$ cat src/rtl/fsup_pkg.sv
// Shared types for the fault hiccup and lockout controller.
// Assumes: one state register in the top module uses this encoding.
package fsup_pkg;
    typedef enum logic [2:0] {
        ST_WAIT_SUPPLY = 3'd0,
        ST_RUN         = 3'd1,
        ST_QUALIFY     = 3'd2,
        ST_HICCUP_OFF  = 3'd3,
        ST_OVP_LATCH   = 3'd4
    } fsup_state_e;
endpackage

$ cat src/rtl/fsup_tick.sv
// Tick prescaler: pulses tick once every TICK_DIV clocks.
// Assumes: restart re-aligns the phase so that the first tick after a
// restart arrives on the TICK_DIV-th cycle.
module fsup_tick #(
    parameter int TICK_DIV = 4
) (
    input  logic clk,
    input  logic rst_n,
    input  logic restart,
    output logic tick
);
    localparam int CW = (TICK_DIV > 1) ? $clog2(TICK_DIV) : 1;

    logic [CW-1:0] div_cnt;

    // Decode the terminal count of the divider.
    assign tick = (div_cnt == CW'(TICK_DIV - 1));

    // Advance the divider, wrapping at the terminal count.
    always_ff @(posedge clk) begin
        if (!rst_n || restart || tick) div_cnt <= '0;
        else                           div_cnt <= div_cnt + 1'b1;
    end
endmodule

$ cat src/rtl/fsup_window.sv
// Window timer: counts ticks since the last restart and flags the end of
// the qualification window and of the long off period.
// Assumes: the count saturates, so it never wraps in states that do not
// use it.
module fsup_window #(
    parameter int QUAL_TICKS = 8,
    parameter int OFF_MULT   = 8
) (
    input  logic clk,
    input  logic rst_n,
    input  logic restart,
    input  logic tick,
    output logic qual_done,
    output logic off_done
);
    localparam int OFF_TICKS = QUAL_TICKS * OFF_MULT;
    localparam int CW        = $clog2(OFF_TICKS + 1);

    logic [CW-1:0] tick_cnt;
    logic          at_last;

    assign at_last   = (tick_cnt == CW'(OFF_TICKS - 1));
    assign qual_done = tick && (tick_cnt == CW'(QUAL_TICKS - 1));
    assign off_done  = tick && at_last;

    // Count ticks, holding at the last value of the off period.
    always_ff @(posedge clk) begin
        if (!rst_n || restart)  tick_cnt <= '0;
        else if (tick && !at_last) tick_cnt <= tick_cnt + 1'b1;
    end
endmodule

$ cat src/rtl/fsup_loop_flag.sv
// Loop-fault flag with hysteresis: set by the low-feedback comparator and
// cleared only by the recovered comparator.
// Assumes: the two comparators have separate thresholds; set wins if both
// are high.
module fsup_loop_flag (
    input  logic clk,
    input  logic rst_n,
    input  logic fb_low,
    input  logic fb_recovered,
    output logic fault
);
    // Set on a low loop, clear on recovery, otherwise hold.
    always_ff @(posedge clk) begin
        if (!rst_n)            fault <= 1'b0;
        else if (fb_low)       fault <= 1'b1;
        else if (fb_recovered) fault <= 1'b0;
    end
endmodule

$ cat src/rtl/fault_hiccup_ctrl.sv
// Fault hiccup and lockout controller (top).
// Qualifies loop faults over a window of TICK_DIV*QUAL_TICKS clocks, then
// enforces an off period of OFF_MULT windows. Latches over-voltage until
// the supply falls below the stop threshold. Restarts only on a rising
// supply-start crossing.
// Assumes: all inputs are synchronous to clk.
module fault_hiccup_ctrl
    import fsup_pkg::*;
#(
    parameter int TICK_DIV   = 4,
    parameter int QUAL_TICKS = 8,
    parameter int OFF_MULT   = 8
) (
    input  logic clk,
    input  logic rst_n,
    input  logic fb_low,
    input  logic fb_recovered,
    input  logic ovp_trip,
    input  logic vcc_above_start,
    input  logic vcc_below_stop,
    output logic drive_en,
    output logic vco_bypass
);
    fsup_state_e state, state_nxt;
    logic        loop_fault;
    logic        start_q;
    logic        start_rise;
    logic        restart;
    logic        tick;
    logic        qual_done;
    logic        off_done;

    fsup_loop_flag u_flag (
        .clk          (clk),
        .rst_n        (rst_n),
        .fb_low       (fb_low),
        .fb_recovered (fb_recovered),
        .fault        (loop_fault)
    );

    fsup_tick #(.TICK_DIV(TICK_DIV)) u_tick (
        .clk     (clk),
        .rst_n   (rst_n),
        .restart (restart),
        .tick    (tick)
    );

    fsup_window #(.QUAL_TICKS(QUAL_TICKS), .OFF_MULT(OFF_MULT)) u_win (
        .clk       (clk),
        .rst_n     (rst_n),
        .restart   (restart),
        .tick      (tick),
        .qual_done (qual_done),
        .off_done  (off_done)
    );

    // Remember the previous start-threshold level for edge detection.
    always_ff @(posedge clk) begin
        if (!rst_n) start_q <= 1'b0;
        else        start_q <= vcc_above_start;
    end

    assign start_rise = vcc_above_start && !start_q;

    // Choose the next protection state.
    always_comb begin
        state_nxt = state;
        case (state)
            ST_WAIT_SUPPLY: begin
                if (ovp_trip && !vcc_below_stop) state_nxt = ST_OVP_LATCH;
                else if (start_rise)             state_nxt = ST_RUN;
            end
            ST_RUN: begin
                if (vcc_below_stop)  state_nxt = ST_WAIT_SUPPLY;
                else if (ovp_trip)   state_nxt = ST_OVP_LATCH;
                else if (loop_fault) state_nxt = ST_QUALIFY;
            end
            ST_QUALIFY: begin
                if (vcc_below_stop)   state_nxt = ST_WAIT_SUPPLY;
                else if (ovp_trip)    state_nxt = ST_OVP_LATCH;
                else if (!loop_fault) state_nxt = ST_RUN;
                else if (qual_done)   state_nxt = ST_HICCUP_OFF;
            end
            ST_HICCUP_OFF: begin
                if (ovp_trip)         state_nxt = ST_OVP_LATCH;
                else if (!loop_fault) state_nxt = ST_WAIT_SUPPLY;
                else if (off_done)    state_nxt = ST_QUALIFY;
            end
            ST_OVP_LATCH: begin
                if (vcc_below_stop) state_nxt = ST_WAIT_SUPPLY;
            end
            default: state_nxt = ST_WAIT_SUPPLY;
        endcase
    end

    // Restart both timers on every state change.
    assign restart = (state_nxt != state);

    // Hold the protection state.
    always_ff @(posedge clk) begin
        if (!rst_n) state <= ST_WAIT_SUPPLY;
        else        state <= state_nxt;
    end

    assign drive_en   = (state == ST_RUN) || (state == ST_QUALIFY);
    assign vco_bypass = loop_fault;
endmodule

$ cat config.mk
export PLATFORM = sky130hd
export DESIGN_NAME = fault_hiccup_ctrl
export DESIGN_NICKNAME = d
export VERILOG_FILES = /design/src/rtl/fsup_pkg.sv /design/src/rtl/fsup_tick.sv /design/src/rtl/fsup_window.sv /design/src/rtl/fsup_loop_flag.sv /design/src/rtl/fault_hiccup_ctrl.sv
export SDC_FILE = /design/constraint.sdc
export NUM_CORES = 1
export LEC_CHECK = 0
export ABC_AREA = 1
export BUFFER_PORTS_ARGS = -buffer_cell sky130_fd_sc_hd__buf_4
export CORE_UTILIZATION = 59
export DETAILED_ROUTE_END_ITERATION = 8
export GPL_TIMING_DRIVEN = 1
export HOLD_SLACK_MARGIN = 0.15
export PLACE_DENSITY = 0.9
export SYNTH_ARGS = -nofsm -noshare
export SYNTH_HDL_FRONTEND = slang
export SYNTH_SLANG_ARGS = --single-unit
$ cat constraint.sdc
create_clock -name clk -period 2.9 [get_ports clk]
set_clock_uncertainty 0.2 [all_clocks]
set_input_delay 0.145 -clock clk [delete_from_list [all_inputs] [get_ports clk]]
set_output_delay 0.145 -clock clk [all_outputs]
set_load 0.01 [all_outputs]
Word level (Yosys, flattened, before mapping)
Cells that the tools add are included.
{"block": "word_totals", "ff_bits": 14, "inputBits": 7, "output_inout_bits": 2, "word_cells": 45}
{"block": "op_classes", "add_sub_neg": 2, "n_eq_ne": 8, "muxes": 16, "n_reduce_logical": 14}
{"cell": "3-bit 2-to-1 mux", "count": 13}
{"cell": "3-bit one-hot mux with 5 select lines", "count": 1}
{"cell": "7-bit by 1-bit adder with 7-bit output, second input constant", "count": 1}
{"cell": "7-bit by 3-bit equality test with 1-bit output, second input constant", "count": 1}
{"cell": "7-bit by 6-bit equality test with 1-bit output, second input constant", "count": 1}
{"cell": "3-bit by 2-bit equality test with 1-bit output, second input constant", "count": 2}
{"cell": "1-bit logical AND", "count": 5}
{"cell": "1-bit zero test", "count": 4}
{"cell": "3-bit by 1-bit equality test with 1-bit output, second input constant", "count": 1}
{"cell": "3-bit equality test, second input constant", "count": 1}
{"cell": "3-bit zero test", "count": 1}
{"cell": "1-bit logical OR", "count": 3}
{"cell": "3-bit != test", "count": 1}
{"cell": "2-bit by 1-bit adder with 2-bit output, second input constant", "count": 1}
{"cell": "2-bit equality test, second input constant", "count": 1}
{"cell": "1-bit 2-to-1 mux", "count": 2}
{"cell": "2-bit nonzero test", "count": 1}

Depth between registers and ports, before layout
Gate-level depths: netlist (run 1).
{"block": "depth", "word_depth": 10, "depth_mapped": 12, "depth_no_buf": 12}

Hierarchy
From an unflattened synthesis (run 1), not the netlist that was laid out.
{"block": "unflattened", "cells_unflattened": 129, "area_unflattened_um2": 874.6}
{"module": "fsup_window", "instances": 1, "cells_per_inst": 57, "area_per_inst_um2": 401.6, "seq_area_each_um2": 140.1}
{"module": "fault_hiccup_ctrl", "instances": 1, "cells_per_inst": 57, "area_per_inst_um2": 347.8, "seq_area_each_um2": 80.1}
{"module": "fsup_tick", "instances": 1, "cells_per_inst": 9, "area_per_inst_um2": 81.3, "seq_area_each_um2": 40.0}
{"module": "fsup_loop_flag", "instances": 1, "cells_per_inst": 6, "area_per_inst_um2": 43.8, "seq_area_each_um2": 20.0}

Worst setup path before layout (run 1)
No wires, ideal clock.
{"block": "synth_timing", "kind": "register -> register", "start": "reg u_tick.div_cnt[0]", "end": "reg u_win.tick_cnt[4]", "setup_time_ns": 0.118, "arrival_time_ns": 1.328, "t_required_ns": 2.582, "path_slack_ns": 1.254, "path_stages_with_launch": 9, "path_buffers": 0, "synth_period_minus_slack_ns": 1.646, "path_cell_list": "dfxtp_1 -> ha_1 -> inv_1 -> a31oi_4 -> inv_1 -> nor2_1 -> nand2_1 -> xor2_1 -> nor2_1"}
{"block": "synth_via", "elab_chain_len": 9, "word_cells_on_any_way": 14, "classes_between": "eq/ne (2); mux (8); reduce/logical (4)"}
{"element": "start, declared", "line": "fsup_tick.sv:14", "text": "logic [CW-1:0] div_cnt;"}
{"element": "start signal, assigned", "line": "fsup_tick.sv:22", "text": "else div_cnt <= div_cnt + 1'b1;"}
{"element": "2-bit equality test (*)", "line": "fsup_tick.sv:17", "text": "assign tick = (div_cnt == CW'(TICK_DIV - 1));"}
{"element": "1-bit logical AND", "line": "fsup_window.sv:23", "text": "assign qual_done = tick && (tick_cnt == CW'(QUAL_TICKS - 1));"}
{"element": "3-bit 2-to-1 mux", "line": "fault_hiccup_ctrl.sv:82", "text": "else if (qual_done) state_nxt = ST_HICCUP_OFF;"}
{"element": "3-bit 2-to-1 mux", "line": "fault_hiccup_ctrl.sv:81", "text": "else if (!loop_fault) state_nxt = ST_RUN;"}
{"element": "3-bit 2-to-1 mux", "line": "fault_hiccup_ctrl.sv:80", "text": "else if (ovp_trip) state_nxt = ST_OVP_LATCH;"}
{"element": "3-bit 2-to-1 mux", "line": "fault_hiccup_ctrl.sv:79", "text": "if (vcc_below_stop) state_nxt = ST_WAIT_SUPPLY;"}
{"element": "3-bit one-hot mux with 5 select lines", "line": "fault_hiccup_ctrl.sv:68", "text": "case (state)"}
{"element": "3-bit != test", "line": "fault_hiccup_ctrl.sv:97", "text": "assign restart = (state_nxt != state);"}
{"element": "1-bit logical OR", "line": "fsup_window.sv:28", "text": "if (!rst_n || restart) tick_cnt <= '0;"}
{"element": "end signal, assigned", "line": "fsup_window.sv:29", "text": "else if (tick && !at_last) tick_cnt <= tick_cnt + 1'b1;"}
{"element": "end, declared", "line": "fsup_window.sv:19", "text": "logic [CW-1:0] tick_cnt;"}
Mark *: on every way between the ends. The rest lies on a longest branch, timed or not.
A chain may end at the register's enable or synchronous reset.

==> results.py, run 1 <==
metrics = {
    "outcome": {
        "status": "complete, no violations",
    },
    "placed_design": {
        "hpwl_mm": 1.26,
        "dp_cells": 134,
        "globalplace.congestion": 0.787,
        "io_buffers": 8,
        "place_area_um2": 882,
    },
    "die": {
        "initial_core_util_pct": 67.8,
        "coreArea_um2": 1190,
        "die_w_um": 38.9,
        "die_area_um2": 1520,
        "rows": 12,
        "num_io_pins": 9,
        "die_h_um": 38.9,
    },
    "timing": {
        "slew_viol_final": 0,
        "finalSetupTns_ps": 0,
        "post-route-period-util_pct": 73.6,
        "hold_violations": 0,
        "rsz0062_at_grt": "no",
        "worst_pin_slew_ps": 333,
        "max_clock_freq_mhz": 469,
        "fin_crit_ps": 2130,
        "slew_headroom_pct": 77.3,
        "setup_viol": 0,
    },
    "synth": {
        "synth-seq-area-share_pct": 34.8,
        "netlist_top_cells_area": "dfxtp_1 (35%), nand2_1 (11%), inv_1 (9.3%)",
        "yosysUniqueCellTypes": 23,
        "yosysTopAreaCell": "dfxtp_1",
        "synth.cell_area_um2": 805,
        "ys.flop_type": "dfxtp_1",
        "synth_cells": 112,
        "synth_nets": 121,
        "syn_avg_cell_area_um2": 7.18,
        "yosysWarnings": 0,
        "postSynth.asyncResetShare_pct": 0,
        "synth_top_area_share_pct": 34.8,
        "synth_most_common_cell": "nand2_1",
        "synth-edff-count": 0,
        "ys_seq_elements": 14,
        "synthTopCellsByCount": "nand2_1 (24), inv_1 (20), nor2_1 (17)",
    },
    "setup_path": {
        "end_kind": "register",
        "startpoint_type": "register",
        "cp_max_fo": 5,
        "r2r.worst_path.cells": 6,
        "path_class": "reg2reg",
        "cp.required_ps": 2930,
        "cp_data_arrival_time_ps": 2160,
    },
    "grt": {
        "first_global_vias": 777,
        "grt_overflow": 0,
        "grt_max_degree": 10,
        "antenna_found_initial": 0,
        "grt_util_all_layers_pct": 32.5,
        "grt_pass1_wl_mm": 3.22,
    },
    "drt": {
        "drtPass1Iterations": 4,
        "drt-total-wl_mm": 2.08,
        "ant_nets": 0,
        "viasPerCell": 5.48,
        "drt_iter0_drc": 40,
        "drc_errors": 0,
        "wl_per_cell_um": 14.2,
        "vias": 806,
    },
    "power_and_ir_drop": {
        "power.share.switching_pct": 27.1,
        "intPower_w": 0.000274,
        "clkPwrFrac_pct": 29.9,
        "p_sw_w": 0.000102,
        "p_seq_share_pct": 54.2,
        "peakVddDrop_mv": 0.319,
        "power_w": 0.000376,
        "combinationalPowerShare_pct": 15.8,
        "power.density_nw_per_um2": 374,
        "p_leak_nw": 0.432,
    },
    "job": {
        "drv_cap": 0,
    },
    "finish": {
        "fill_cells": 78,
        "final_cells": 147,
        "finalInstanceArea_um2": 1000,
        "final_nets": 144,
        "syn_to_final_growth_pct": 24.9,
        "antenna_cells": 0,
        "drive_above_1_share_pct": 19.5,
        "finish.utilization_pct": 84.7,
    },
    "worst_hold_path": {
        "hp-class": "reg2reg",
        "hold_path_depth": 2,
    },
    "clocking": {
        "clockBufferDepth": 2,
        "htreeDepth": 1,
        "path_clk_slew_ps": 90,
        "clock_latency_ps": 280,
        "cts_buffers": 3,
        "cts-root-buf": "clkbuf_4",
        "clock-sinks": 14,
        "cts_tree": "done",
    },
}
[per-stage QoR]
| step | hold slack, ps | setup slack, ps |
|---|---|---|
| global route | 286 | 729 |
| finish | 247 | 766 |
| floorplan | 38.5 | 1250 |
| detailed placement | 140 | 996 |
| global placement | 140 | 1100 |
| CTS | 251 | 841 |
[per-layer routing]
layer	GRT usage (%)	routed length [um]	vias to the layer above
met5	0	0	-
met3	8.09	141	12
met4	24.1	92	0
met1	34.7	857	354
li1	-	-	396
met2	54.2	989	44
[layout by cell type, fill, tap and decap left out]
| cell | netlist | routed |
|---|---|---|
| nor2_4 | 1 | 1 |
| a31oi_4 | 1 | 1 |
| nand4_1 | 2 | 2 |
| a211oi_1 | 1 | 1 |
| dlygate4sd3_1 | 0 | 10 |
| o21ai_0 | 2 | 2 |
| nor3_2 | 2 | 2 |
| buf_4 | 0 | 8 |
| inv_2 | 2 | 2 |
| nor3_1 | 2 | 2 |
| a21oi_1 | 1 | 1 |
| nand2_2 | 3 | 3 |
| nand4_4 | 1 | 1 |
| nand2_1 | 24 | 24 |
| clkbuf_4 | 0 | 3 |
| xor2_1 | 3 | 3 |
| nand3_1 | 6 | 6 |
| o41ai_1 | 1 | 1 |
| dfxtp_1 | 14 | 14 |
| a31oi_1 | 1 | 1 |
| ha_1 | 2 | 2 |
| a21oi_2 | 4 | 4 |
| nor2_1 | 17 | 17 |
| nand3_2 | 1 | 1 |
| a2111oi_0 | 1 | 1 |
| inv_1 | 20 | 20 |
[power by group through the flow]
| stage | combinational [W] | clock, W | sequential [W] |
|---|---|---|---|
| after floorplan | 0.0000303 | 0 | 0.000207 |
| after global placement | 0.0000446 | 0 | 0.000207 |
| after detailed placement | 0.0000467 | 0 | 0.000208 |
| after CTS | 0.0000567 | 0.000109 | 0.000203 |
| after global routing | 0.0000646 | 0.000124 | 0.000204 |
| final | 0.0000595 | 0.000113 | 0.000204 |
[worst paths after layout]
kind / slack [ps] / endpoint / from
worst max-delay path: 770 / u_flag.fault / u_flag.fault
worst max register to register: 770 / u_flag.fault / u_flag.fault
worst min register to register: 250 / u_win.tick_cnt[6] / u_win.tick_cnt[6]
worst min-delay path: 250 / u_win.tick_cnt[6] / u_win.tick_cnt[6]
[cell type report]
cell class	instances	area, um2	area share (%)
inverters	22	82.6	8.22
multi-input cells	76	442	44.0
clock buffers	3	22.5	2.24
flip-flops and latches	14	280	27.9
repair buffers	18	160	15.9
well taps	14	17.5	1.74
[worst max-delay path, stage by stage (launching register included)]
cell           delay, ps
dfxtp_1              450
inv_1                110
nor2_1                90
nor2_1                40
dlygate4sd3_1        550
nor2_1                90
dlygate4sd3_1        550
[repair_timing]
action / 4_1_cts / 5_1_grt
hold buffers: 10 / 0
resized for setup: 0 / 0
buffers inserted: 0 / 0
hold endpoints to repair: 5 / 0
[kinds of logic (layout without fill, tap and decap cells)]
logic type,after synthesis,in the layout,synth area share (%)
AND/OR/NAND/NOR,59,59,35.8
flip-flops,14,14,34.8
AO/OA/AOI/OAI,12,12,12.8
buffers and inverters,22,43,10.3
adder cells (fa/ha/maj),2,2,3.11
XOR/XNOR,3,3,3.27
[flip-flops by register name, indices dropped and copies added, names as in the netlist]
name / count
u_win.tick_cnt: 7
u_flag.fault: 1
start_q: 1
state: 3
u_tick.div_cnt: 2
No activity file was read; power rests on OpenSTA's default activity.
==> run 2, diff against run 1 <==
CORE_UTILIZATION = 55   (was 59)
PLACE_DENSITY = 0.86   (was 0.9)
clock period = 2.1 ns   (was 2.9 ns; I/O delays follow)
==> results.py, run 2 (synthesized netlist as in run 1, its figures left out) <==
metrics = {
    "power_and_ir_drop": {
        "power.density_nw_per_um2": 502,
        "p_leak_nw": 0.432,
        "peakVddDrop_mv": 0.477,
    },
    "placed_design": {
        "io_buffers": 8,
        "hpwl_mm": 1.20,
        "globalplace.congestion": 0.817,
    },
    "clocking": {
        "cts_buffers": 3,
        "cts_resized": 0,
        "clockBufferDepth": 2,
        "htreeDepth": 1,
        "clock_latency_ps": 270,
        "path_clk_slew_ps": 70,
        "clock-sinks": 14,
        "cts-root-buf": "clkbuf_4",
        "cts_tree": "done",
    },
    "finish": {
        "fill_cells": 101,
        "reg_top3": "u_win.tick_cnt: 7 flops, state: 3 flops, u_tick.div_cnt: 2 flops",
        "antenna_cells": 0,
        "regMostFlops": "u_win.tick_cnt",
        "final_nets": 144,
        "largest_register_ffs": 7,
        "final_cell_mix": "nand2_1 (24), inv_1 (20), nor2_1 (17), dfxtp_1 (14), dlygate4sd3_1 (10)",
        "drive_above_1_share_pct": 19.5,
        "final_common_cell": "nand2_1",
        "syn_to_final_growth_pct": 25.0,
    },
    "die": {
        "num_io_pins": 9,
        "coreArea_um2": 1330,
        "die_w_um": 40.2,
        "die_h_um": 40.2,
        "initial_core_util_pct": 60.3,
        "rows": 13,
        "die_area_um2": 1620,
    },
    "setup_path": {
        "cp.required_ps": 2060,
        "cp_data_arrival_time_ps": 2000,
        "end_kind": "register",
        "startpoint_type": "primary input",
        "cp_max_fo": 1,
        "path_class": "in2reg",
    },
    "timing": {
        "post-route-period-util_pct": 97.3,
        "slew_headroom_pct": 69.4,
        "whs_ps": 243,
        "setup_viol": 0,
        "rsz0062_at_grt": "no",
        "max_clock_freq_mhz": 489,
        "slew_viol_final": 0,
        "finalSetupTns_ps": 0,
        "fin_crit_ps": 2040,
        "hold_violations": 0,
        "worst_pin_slew_ps": 447,
    },
    "drt": {
        "drt-total-wl_mm": 1.84,
        "maxUsedRoutingLayer": "met4",
        "viasPerCell": 5.30,
        "drtPass1Iterations": 4,
        "vias": 785,
        "routedLengthMet1_um": 777,
        "met2_length_um": 911,
        "drt_iter0_drc": 27,
        "wl_per_cell_um": 12.4,
        "ant_nets": 0,
        "met3_length_um": 112,
        "drc_errors": 0,
    },
    "grt": {
        "grt_max_degree": 10,
        "first_global_vias": 696,
        "antenna_found_initial": 0,
        "grt_overflow": 0,
        "grt_util_all_layers_pct": 27.6,
        "grt_pass1_wl_mm": 2.88,
    },
    "worst_hold_path": {
        "hp-class": "reg2reg",
    },
    "outcome": {
        "status": "complete, no violations",
    },
    "job": {
        "drv_cap": 0,
    },
}
run 2: cell counts in the layout (fill, tap and decap cells not counted):
No cell type changed its count.
run 2: worst paths after layout:
kind,startpoint,endpoint,slack (ps),depth (start not counted)
worst max-delay path,fb_low,u_flag.fault,60,6
worst min-delay path,u_tick.div_cnt[0],u_tick.div_cnt[0],240,1
worst max register to register,u_flag.fault,u_flag.fault,60,6
worst min register to register,u_tick.div_cnt[0],u_tick.div_cnt[0],240,1
run 2: cell type report:
type	count	area, um2	area share (%)
Tap cell	15	18.8	1.87
Clock buffer	3	22.5	2.24
Timing Repair Buffer	18	160	15.9
Multi-Input combinational cell	76	442	43.9
Sequential cell	14	280	27.9
Inverter	22	82.6	8.21
run 2: power by group:
part           internal (W)  switching (W)
registers          0.000273     0.00000661
logic             0.0000387      0.0000425
clock network     0.0000664      0.0000771
total              0.000379       0.000126
run 2: per-layer routing:
metal  up-vias  global-route usage, %
met1       353                   30.9
li1        401                      -
met3         6                   10.6
met5         -                      0
met4         0                   11.7
met2        25                   46.4
run 2: repair_timing:
action	4_1_cts	5_1_grt
hold buffers	10	0
endpoints found under the hold margin	10	0
setup buffers	0	0
run 2: worst max-delay path, cell delays in order:
cell           delay [ps]
dlygate4sd3_1         550
buf_4                 130
nor2_1                 80
dlygate4sd3_1         540
nor2_1                 40
dlygate4sd3_1         550
run 2: metrics by stage:
step | util (%) | setup WS, ps | total power [W] | cells | instance area (um2)
floorplan | - | 454 | 0.000327 | 112 | 805
finish | 75.4 | 56.9 | 0.000505 | 148 | 1010
detailed placement | 66.2 | 232 | 0.000351 | 135 | 883
global route | 75.4 | 3.37 | 0.000529 | 148 | 1010
global placement | 66.2 | 300 | 0.000347 | 135 | 883
CTS | 75.4 | 91.0 | 0.000505 | 148 | 1010
